### config.mk
export PLATFORM = sky130hd
export DESIGN_NAME = trip_guard
export DESIGN_NICKNAME = d
export VERILOG_FILES = /design/src/rtl/trip_guard_pkg.sv /design/src/rtl/trip_guard_limit_ram.sv /design/src/rtl/trip_guard_compare.sv /design/src/rtl/trip_guard_debounce.sv /design/src/rtl/trip_guard_fault_gate.sv /design/src/rtl/trip_guard.sv
export SDC_FILE = /design/constraint.sdc
export NUM_CORES = 1
export LEC_CHECK = 0
export ABC_AREA = 1
export ABC_CLOCK_PERIOD_IN_PS = 1950
export BUFFER_PORTS_ARGS = -buffer_cell sky130_fd_sc_hd__buf_2
export CORE_MARGIN = 10
export CORE_UTILIZATION = 40
export CTS_BUF_LIST = sky130_fd_sc_hd__clkbuf_8 sky130_fd_sc_hd__clkbuf_16
export CTS_CLUSTER_SIZE = 25
export DETAILED_ROUTE_END_ITERATION = 16
export PLACE_DENSITY = 0.6
export SYNTH_ARGS = -nofsm -noshare
export SYNTH_HDL_FRONTEND = slang
export SYNTH_SLANG_ARGS = --single-unit
### constraint.sdc
create_clock -name clk -period 1.95 [get_ports clk]
set_input_delay 0 -clock clk [delete_from_list [all_inputs] [get_ports clk]]
set_output_delay 0 -clock clk [all_outputs]
set_load 0.01 [all_outputs]
### src/rtl/trip_guard_pkg.sv
`timescale 1ns/1ps
package trip_guard_pkg;

    parameter int SAMPLE_W = 16;
    parameter int DEB_W    = 8;

    typedef logic signed [SAMPLE_W-1:0] sample_t;

    // both bounds of one channel, read together in one clock
    typedef struct packed {
        sample_t upper;
        sample_t lower;
    } limit_word_t;

    typedef struct packed {
        logic over;
        logic under;
    } range_t;

    localparam limit_word_t LIMIT_OPEN = '{
        upper: {1'b0, {(SAMPLE_W-1){1'b1}}},
        lower: {1'b1, {(SAMPLE_W-1){1'b0}}}
    };

    function automatic range_t classify(sample_t s, limit_word_t w);
        range_t r;
        r.over  = (s > w.upper);
        r.under = (s < w.lower);
        return r;
    endfunction

endpackage

### src/rtl/trip_guard_limit_ram.sv
`timescale 1ns/1ps
module trip_guard_limit_ram
    import trip_guard_pkg::*;
#(
    parameter int N_CH = 4,
    parameter int CH_W = 2
) (
    input  logic                         clk,
    input  logic                         rst,
    input  logic                         wr_en,
    input  logic [CH_W-1:0]              wr_ch,
    input  limit_word_t                  wr_word,
    output limit_word_t [N_CH-1:0]       rd_q
);

    limit_word_t [N_CH-1:0] mem;

    always_ff @(posedge clk) begin
        if (rst) begin
            for (int i = 0; i < N_CH; i++) begin
                mem[i]  <= LIMIT_OPEN;
                rd_q[i] <= LIMIT_OPEN;
            end
        end else begin
            if (wr_en && (int'(wr_ch) < N_CH))
                mem[wr_ch] <= wr_word;
            rd_q <= mem;
        end
    end

endmodule

### src/rtl/trip_guard_compare.sv
`timescale 1ns/1ps
module trip_guard_compare
    import trip_guard_pkg::*;
#(
    parameter int N_CH = 4
) (
    input  logic                         clk,
    input  logic                         rst,
    input  logic                         in_valid,
    input  logic [N_CH*SAMPLE_W-1:0]     in_data,
    input  limit_word_t [N_CH-1:0]       lim_q,
    output logic                         cmp_valid,
    output range_t [N_CH-1:0]            cmp_rng
);

    sample_t [N_CH-1:0] s1_q;
    logic               s1_valid;

    always_ff @(posedge clk) begin
        if (rst) begin
            s1_valid  <= 1'b0;
            s1_q      <= '0;
            cmp_valid <= 1'b0;
            cmp_rng   <= '0;
        end else begin
            s1_valid <= in_valid;
            if (in_valid)
                s1_q <= in_data;
            cmp_valid <= s1_valid;
            for (int i = 0; i < N_CH; i++)
                cmp_rng[i] <= classify(s1_q[i], lim_q[i]);
        end
    end

    // an accepted frame yields a compare result two edges later
    p_cmp_timing_r7: assert property (@(posedge clk) disable iff (rst)
        in_valid |=> ##1 cmp_valid);

endmodule

### src/rtl/trip_guard_debounce.sv
`timescale 1ns/1ps
module trip_guard_debounce
    import trip_guard_pkg::*;
(
    input  logic              clk,
    input  logic              rst,
    input  logic              valid,
    input  range_t            rng,
    input  logic [DEB_W-1:0]  deb_len,
    output logic              flag
);

    logic [DEB_W-1:0] run_cnt;
    logic             viol;

    assign viol = rng.over | rng.under;

    always_ff @(posedge clk) begin
        if (rst) begin
            run_cnt <= '0;
            flag    <= 1'b0;
        end else if (valid) begin
            if (viol) begin
                if (run_cnt >= deb_len)
                    flag <= 1'b1;
                else
                    run_cnt <= run_cnt + 1'b1;
            end else begin
                run_cnt <= '0;
                flag    <= 1'b0;
            end
        end
    end

    p_idle_hold_r6: assert property (@(posedge clk) disable iff (rst)
        !valid |=> $stable(flag));

    p_first_trip_r5: assert property (@(posedge clk) disable iff (rst)
        (valid && viol && deb_len == '0) |=> flag);

endmodule

### src/rtl/trip_guard_fault_gate.sv
`timescale 1ns/1ps
module trip_guard_fault_gate #(
    parameter int N_CH   = 4,
    parameter int N_GATE = 6
) (
    input  logic              clk,
    input  logic              rst,
    input  logic [N_CH-1:0]   flags,
    input  logic              clr,
    input  logic [N_GATE-1:0] gate_in,
    output logic              fault,
    output logic [N_GATE-1:0] gate_out
);

    logic any_flag;
    assign any_flag = |flags;

    always_ff @(posedge clk) begin
        if (rst) begin
            fault    <= 1'b0;
            gate_out <= '0;
        end else begin
            if (any_flag)
                fault <= 1'b1;
            else if (clr)
                fault <= 1'b0;
            gate_out <= fault ? '0 : gate_in;
        end
    end

    p_fault_sets_r8: assert property (@(posedge clk) disable iff (rst)
        any_flag |=> fault);

    p_clear_works_r9: assert property (@(posedge clk) disable iff (rst)
        (clr && !any_flag) |=> !fault);

    p_gate_off_r10: assert property (@(posedge clk) disable iff (rst)
        fault |=> (gate_out == '0));

endmodule

### src/rtl/trip_guard.sv
`timescale 1ns/1ps
module trip_guard
    import trip_guard_pkg::*;
#(
    parameter int N_CH   = 4,
    parameter int N_GATE = 6,
    localparam int CH_W  = (N_CH > 1) ? $clog2(N_CH) : 1
) (
    input  logic                       clk,
    input  logic                       rst,
    input  logic                       lim_we,
    input  logic [CH_W-1:0]            lim_ch,
    input  logic [SAMPLE_W-1:0]        lim_upper,
    input  logic [SAMPLE_W-1:0]        lim_lower,
    input  logic                       frame_valid,
    input  logic [N_CH*SAMPLE_W-1:0]   frame_data,
    input  logic [DEB_W-1:0]           debounce_len,
    input  logic [N_GATE-1:0]          gate_in,
    input  logic                       fault_clear,
    output logic [N_CH-1:0]            range_flag,
    output logic                       fault,
    output logic [N_GATE-1:0]          gate_out
);

    limit_word_t              wr_word;
    limit_word_t [N_CH-1:0]   lim_q;
    logic                     cmp_valid;
    range_t [N_CH-1:0]        cmp_rng;

    assign wr_word.upper = sample_t'(lim_upper);
    assign wr_word.lower = sample_t'(lim_lower);

    trip_guard_limit_ram #(.N_CH(N_CH), .CH_W(CH_W)) u_ram (
        .clk     (clk),
        .rst     (rst),
        .wr_en   (lim_we),
        .wr_ch   (lim_ch),
        .wr_word (wr_word),
        .rd_q    (lim_q)
    );

    trip_guard_compare #(.N_CH(N_CH)) u_cmp (
        .clk       (clk),
        .rst       (rst),
        .in_valid  (frame_valid),
        .in_data   (frame_data),
        .lim_q     (lim_q),
        .cmp_valid (cmp_valid),
        .cmp_rng   (cmp_rng)
    );

    for (genvar g = 0; g < N_CH; g++) begin : g_ch
        trip_guard_debounce u_deb (
            .clk     (clk),
            .rst     (rst),
            .valid   (cmp_valid),
            .rng     (cmp_rng[g]),
            .deb_len (debounce_len),
            .flag    (range_flag[g])
        );
    end

    trip_guard_fault_gate #(.N_CH(N_CH), .N_GATE(N_GATE)) u_fg (
        .clk      (clk),
        .rst      (rst),
        .flags    (range_flag),
        .clr      (fault_clear),
        .gate_in  (gate_in),
        .fault    (fault),
        .gate_out (gate_out)
    );

endmodule

==> results.sh <==
export IMPL_pin_count_of_the_biggest_net_entering_global_routing=90
export IMPL_layout_worst_path_cycle_share_pct=88.99
export IMPL_cts_num_sinks=373
export IMPL_dp_cells=2746
export IMPL_globalplace_congestion=0.8166
export IMPL_synthToLayoutAreaGrowth_pct=24.44
export IMPL_wire_length_of_the_first_global_routing_pass_um=73240
export IMPL_fill_cell_total_of_the_finished_layout=3923
export IMPL_share_of_total_power_in_sequential_cells_pct=45.7
export IMPL_timing_critical_path_fanout_max=9
export IMPL_clk_pin_slew_ps=60
export IMPL_hold_wc_path_type="input port to flip-flop"
export IMPL_tightestPinTransition_ps=1202
export IMPL_max_cap_violations=0
export IMPL_mappedNetlistNets=2425
export IMPL_remaining_global_route_overflow=0
export IMPL_clock_tree_from_tritoncts="yes"
export IMPL_core_area_mm2=0.04074
export IMPL_timing_fmax_mhz=576.3
export IMPL_timing_critical_path_to_type="flip-flop"
export IMPL_number_of_failing_setup_endpoints_in_the_final_timing_report=0
export IMPL_synth_seq_cells=373
export IMPL_die_width_um=222.7
export IMPL_finalClockSkew_ps=18.73
export IMPL_route_final_wire_length_um=46020
export IMPL_h_tree_levels=2
export IMPL_synthDistinctLibCells=29
export IMPL_detailed_place_hpwl_um=30170
export IMPL_switching_power_total_mw=4.631
export IMPL_die_height_um=222.7
export IMPL_grt_antenna_before_repair=1
export IMPL_power_share_clock_pct=43.0
export IMPL_required_ps=2390
export IMPL_rsz0062_at_grt="false"
export IMPL_clk_root_buffer_cell="clkbuf_16"
export IMPL_relSlewSlack_pct=19.59
export IMPL_layout_cells_non_filler=2971
export IMPL_place_port_buffers=127
export IMPL_yosysSeqAreaShare_pct=45.42
export IMPL_status="finished clean"
export IMPL_report_final_slew_viol_count=0
export IMPL_route_detailed_drc=0
export IMPL_synth_warning_count=0
export IMPL_power_report_internal_total_mw=13.26
export IMPL_setup_worst_path_start_class="flip-flop"
export IMPL_detailedRoute_firstIterationViolations=858
export IMPL_vdd_ir_drop_worst_uv=740.9
export IMPL_layout_drive_gt1_share_pct=9.885
export IMPL_max_clock_path_buffers=3
export IMPL_detail_route_first_pass_iterations=5
export IMPL_clock_latency_ps=570
export IMPL_critPathArrivalTime_ps=2180
export IMPL_vias_cell=4.780
export IMPL_finalHoldViolCount=0
export IMPL_timing_final_crit_period_ps=1735
export IMPL_numCtsBuffers=41
export IMPL_power_total_mw=17.89
export IMPL_row_count=74
export IMPL_power_leakage_nw=10.24
export IMPL_grt_use_total_pct=18.31
export IMPL_start_util_pct=40.36
export IMPL_routed_length_per_placed_instance_um=15.49
export IMPL_io_pin_count=128
export IMPL_finalNetCount=2683
export IMPL_power_density_mw_per_mm2=874.5
export IMPL_syn_cell_area_mm2=0.01644
export IMPL_postSynthAreaPerCell_um2=7.655
export IMPL_via_count_of_the_first_global_routing_pass=14023
export IMPL_setup_total_negative_slack_ps=0
export IMPL_netlist_instances=2148
export IMPL_ant_nets=0
export IMPL_route_vias_total=14200
export IMPL_comb_power_share_pct=11.3
export IMPL_fp_dieArea_mm2=0.04962
export IMPL_switching_share_pct=25.88
export IMPL_critical_path_class="flip-flop to flip-flop"
logic make-up (layout without fill, tap and decap cells):
family / after synthesis / after routing / synth area share (%)
adder cells (fa/ha/maj): 160 / 160 / 12.18
flip-flops: 373 / 373 / 45.42
XOR/XNOR: 2 / 2 / 0.1066
buffers and inverters: 475 / 765 / 11.28
other: 0 / 1 / 0
AND/OR/NAND/NOR: 727 / 727 / 17.46
AO/OA/AOI/OAI: 411 / 411 / 13.57
final timing paths:
kind | from | end | slack (ps) | depth (start not counted)
hold reg to reg | u_cmp.s1_valid | u_cmp.cmp_valid | 410 | 2
setup / recovery | g_ch[1].u_deb.run_cnt[5] | g_ch[1].u_deb.run_cnt[2] | 210 | 8
setup reg to reg | g_ch[1].u_deb.run_cnt[5] | g_ch[1].u_deb.run_cnt[2] | 210 | 8
hold / removal | rst | u_ram.mem[104] | 40 | 5
sequential cells by signal (all words and copies together) (netlist names):
signal and flops:
u_ram.mem 128, u_fg.gate_out 6, u_cmp.cmp_rng 8, u_cmp.s1_valid 1
g_ch.u_deb.run_cnt 32, u_fg.fault 1, g_ch.u_deb.flag 4, u_cmp.s1_q 64
u_ram.rd_q 128, u_cmp.cmp_valid 1
Yosys cell counts:
library cell | instances | area share, %
clkbuf_1 | 31 | 0.71
nand3_1 | 34 | 1.0
buf_4 | 7 | 0.32
nand2_2 | 4 | 0.15
o21ai_0 | 150 | 4.6
dfxtp_1 | 373 | 45
a21o_1 | 1 | 0.046
nor3_1 | 10 | 0.30
o21a_1 | 7 | 0.32
a21oi_1 | 167 | 5.1
o211ai_1 | 48 | 2.2
o21bai_1 | 12 | 0.55
ha_1 | 160 | 12
buf_2 | 36 | 1.1
inv_2 | 6 | 0.14
xor2_1 | 2 | 0.11
buf_1 | 6 | 0.14
clkinv_1 | 1 | 0.023
nand2_1 | 363 | 8.3
a31oi_1 | 3 | 0.11
or2_2 | 4 | 0.15
nor2_1 | 293 | 6.7
inv_1 | 388 | 8.9
nor4_1 | 1 | 0.038
nand4_4 | 1 | 0.13
nor2_2 | 5 | 0.19
nand3_2 | 1 | 0.061
o21ai_1 | 23 | 0.70
nand4_1 | 11 | 0.42
through the flow:
step / instance area (um^2) / util (%) / setup slack, ps / hold WS, ps
CTS: 20440 / 50.17 / 156.3 / 5.963
detailed placement: 17580 / 43.16 / 162.9 / 222.2
finish: 20460 / 50.22 / 214.7 / 38.09
floorplan: 16440 / - / 447.8 / 112.2
global route: 20460 / 50.22 / 25.88 / 45.82
global placement: 17580 / 43.16 / 204.8 / 214.6
cell usage in the layout, fill, tap and decap left out, types with 10 or more instances in the layout:
master         netlist  layout
inv_1              388     393
clkinv_2             0      11
o21bai_1            12      12
nor3_1              10      10
o21ai_0            150     150
o211ai_1            48      48
buf_4                7      14
dfxtp_1            373     373
a21oi_1            167     167
nand2_1            363     363
ha_1               160     160
nand4_1             11      11
nor2_1             293     293
o21ai_1             23      23
buf_2               36     127
nand3_1             34      32
clkbuf_16            0      42
dlygate4sd3_1        0     148
final cells by class:
cell class	count	area (um^2)	area share, %
Multi-Input combinational cell	1300	7141	34.90
Inverter	395	1488	7.271
Tap cell	532	665.6	3.253
Timing Repair Buffer	295	2342	11.45
Antenna cell	1	2.502	0.01223
Clock buffer	51	1175	5.742
Clock inverter	24	180.2	0.8806
Sequential cell	373	7467	36.49
power by group through the flow:
stage,sequential [mW],clock [mW],combinational [mW]
6_report,8.18,7.69,2.02
5_1_grt,8.21,8.13,2.32
4_1_cts,8.18,7.87,2.03
3_5_place_dp,8.35,0,1.74
3_3_place_gp,8.34,0,1.68
2_1_floorplan,8.28,0,1.16
worst max-delay path, stage by stage, from the launching register on:
cell     delay (ps)
dfxtp_1         460
ha_1            300
a21oi_1         160
o21a_1          180
nand3_2         160
nand2_2         190
nand2_1          70
nand2_1          60
nor2_1           40
what timing repair did:
action | 4_1_cts | 5_1_grt
endpoints found under the setup margin | 0 | 11
hold endpoints to repair | 251 | 0
hold buffers | 149 | 0
gates resized for setup | 0 | 4
buffers inserted | 0 | 0
routing by layer:
| metal | vias to the layer above | GRT usage (%) | part of all wire, % |
|---|---|---|---|
| met5 | - | 0 | 0 |
| met2 | 303 | 30.92 | 47 |
| met3 | 96 | 2.993 | 5.4 |
| li1 | 7285 | - | - |
| met1 | 6516 | 22.37 | 44 |
| met4 | 0 | 8.391 | 4.3 |
Note: power is estimated with default switching activity, not from simulation.
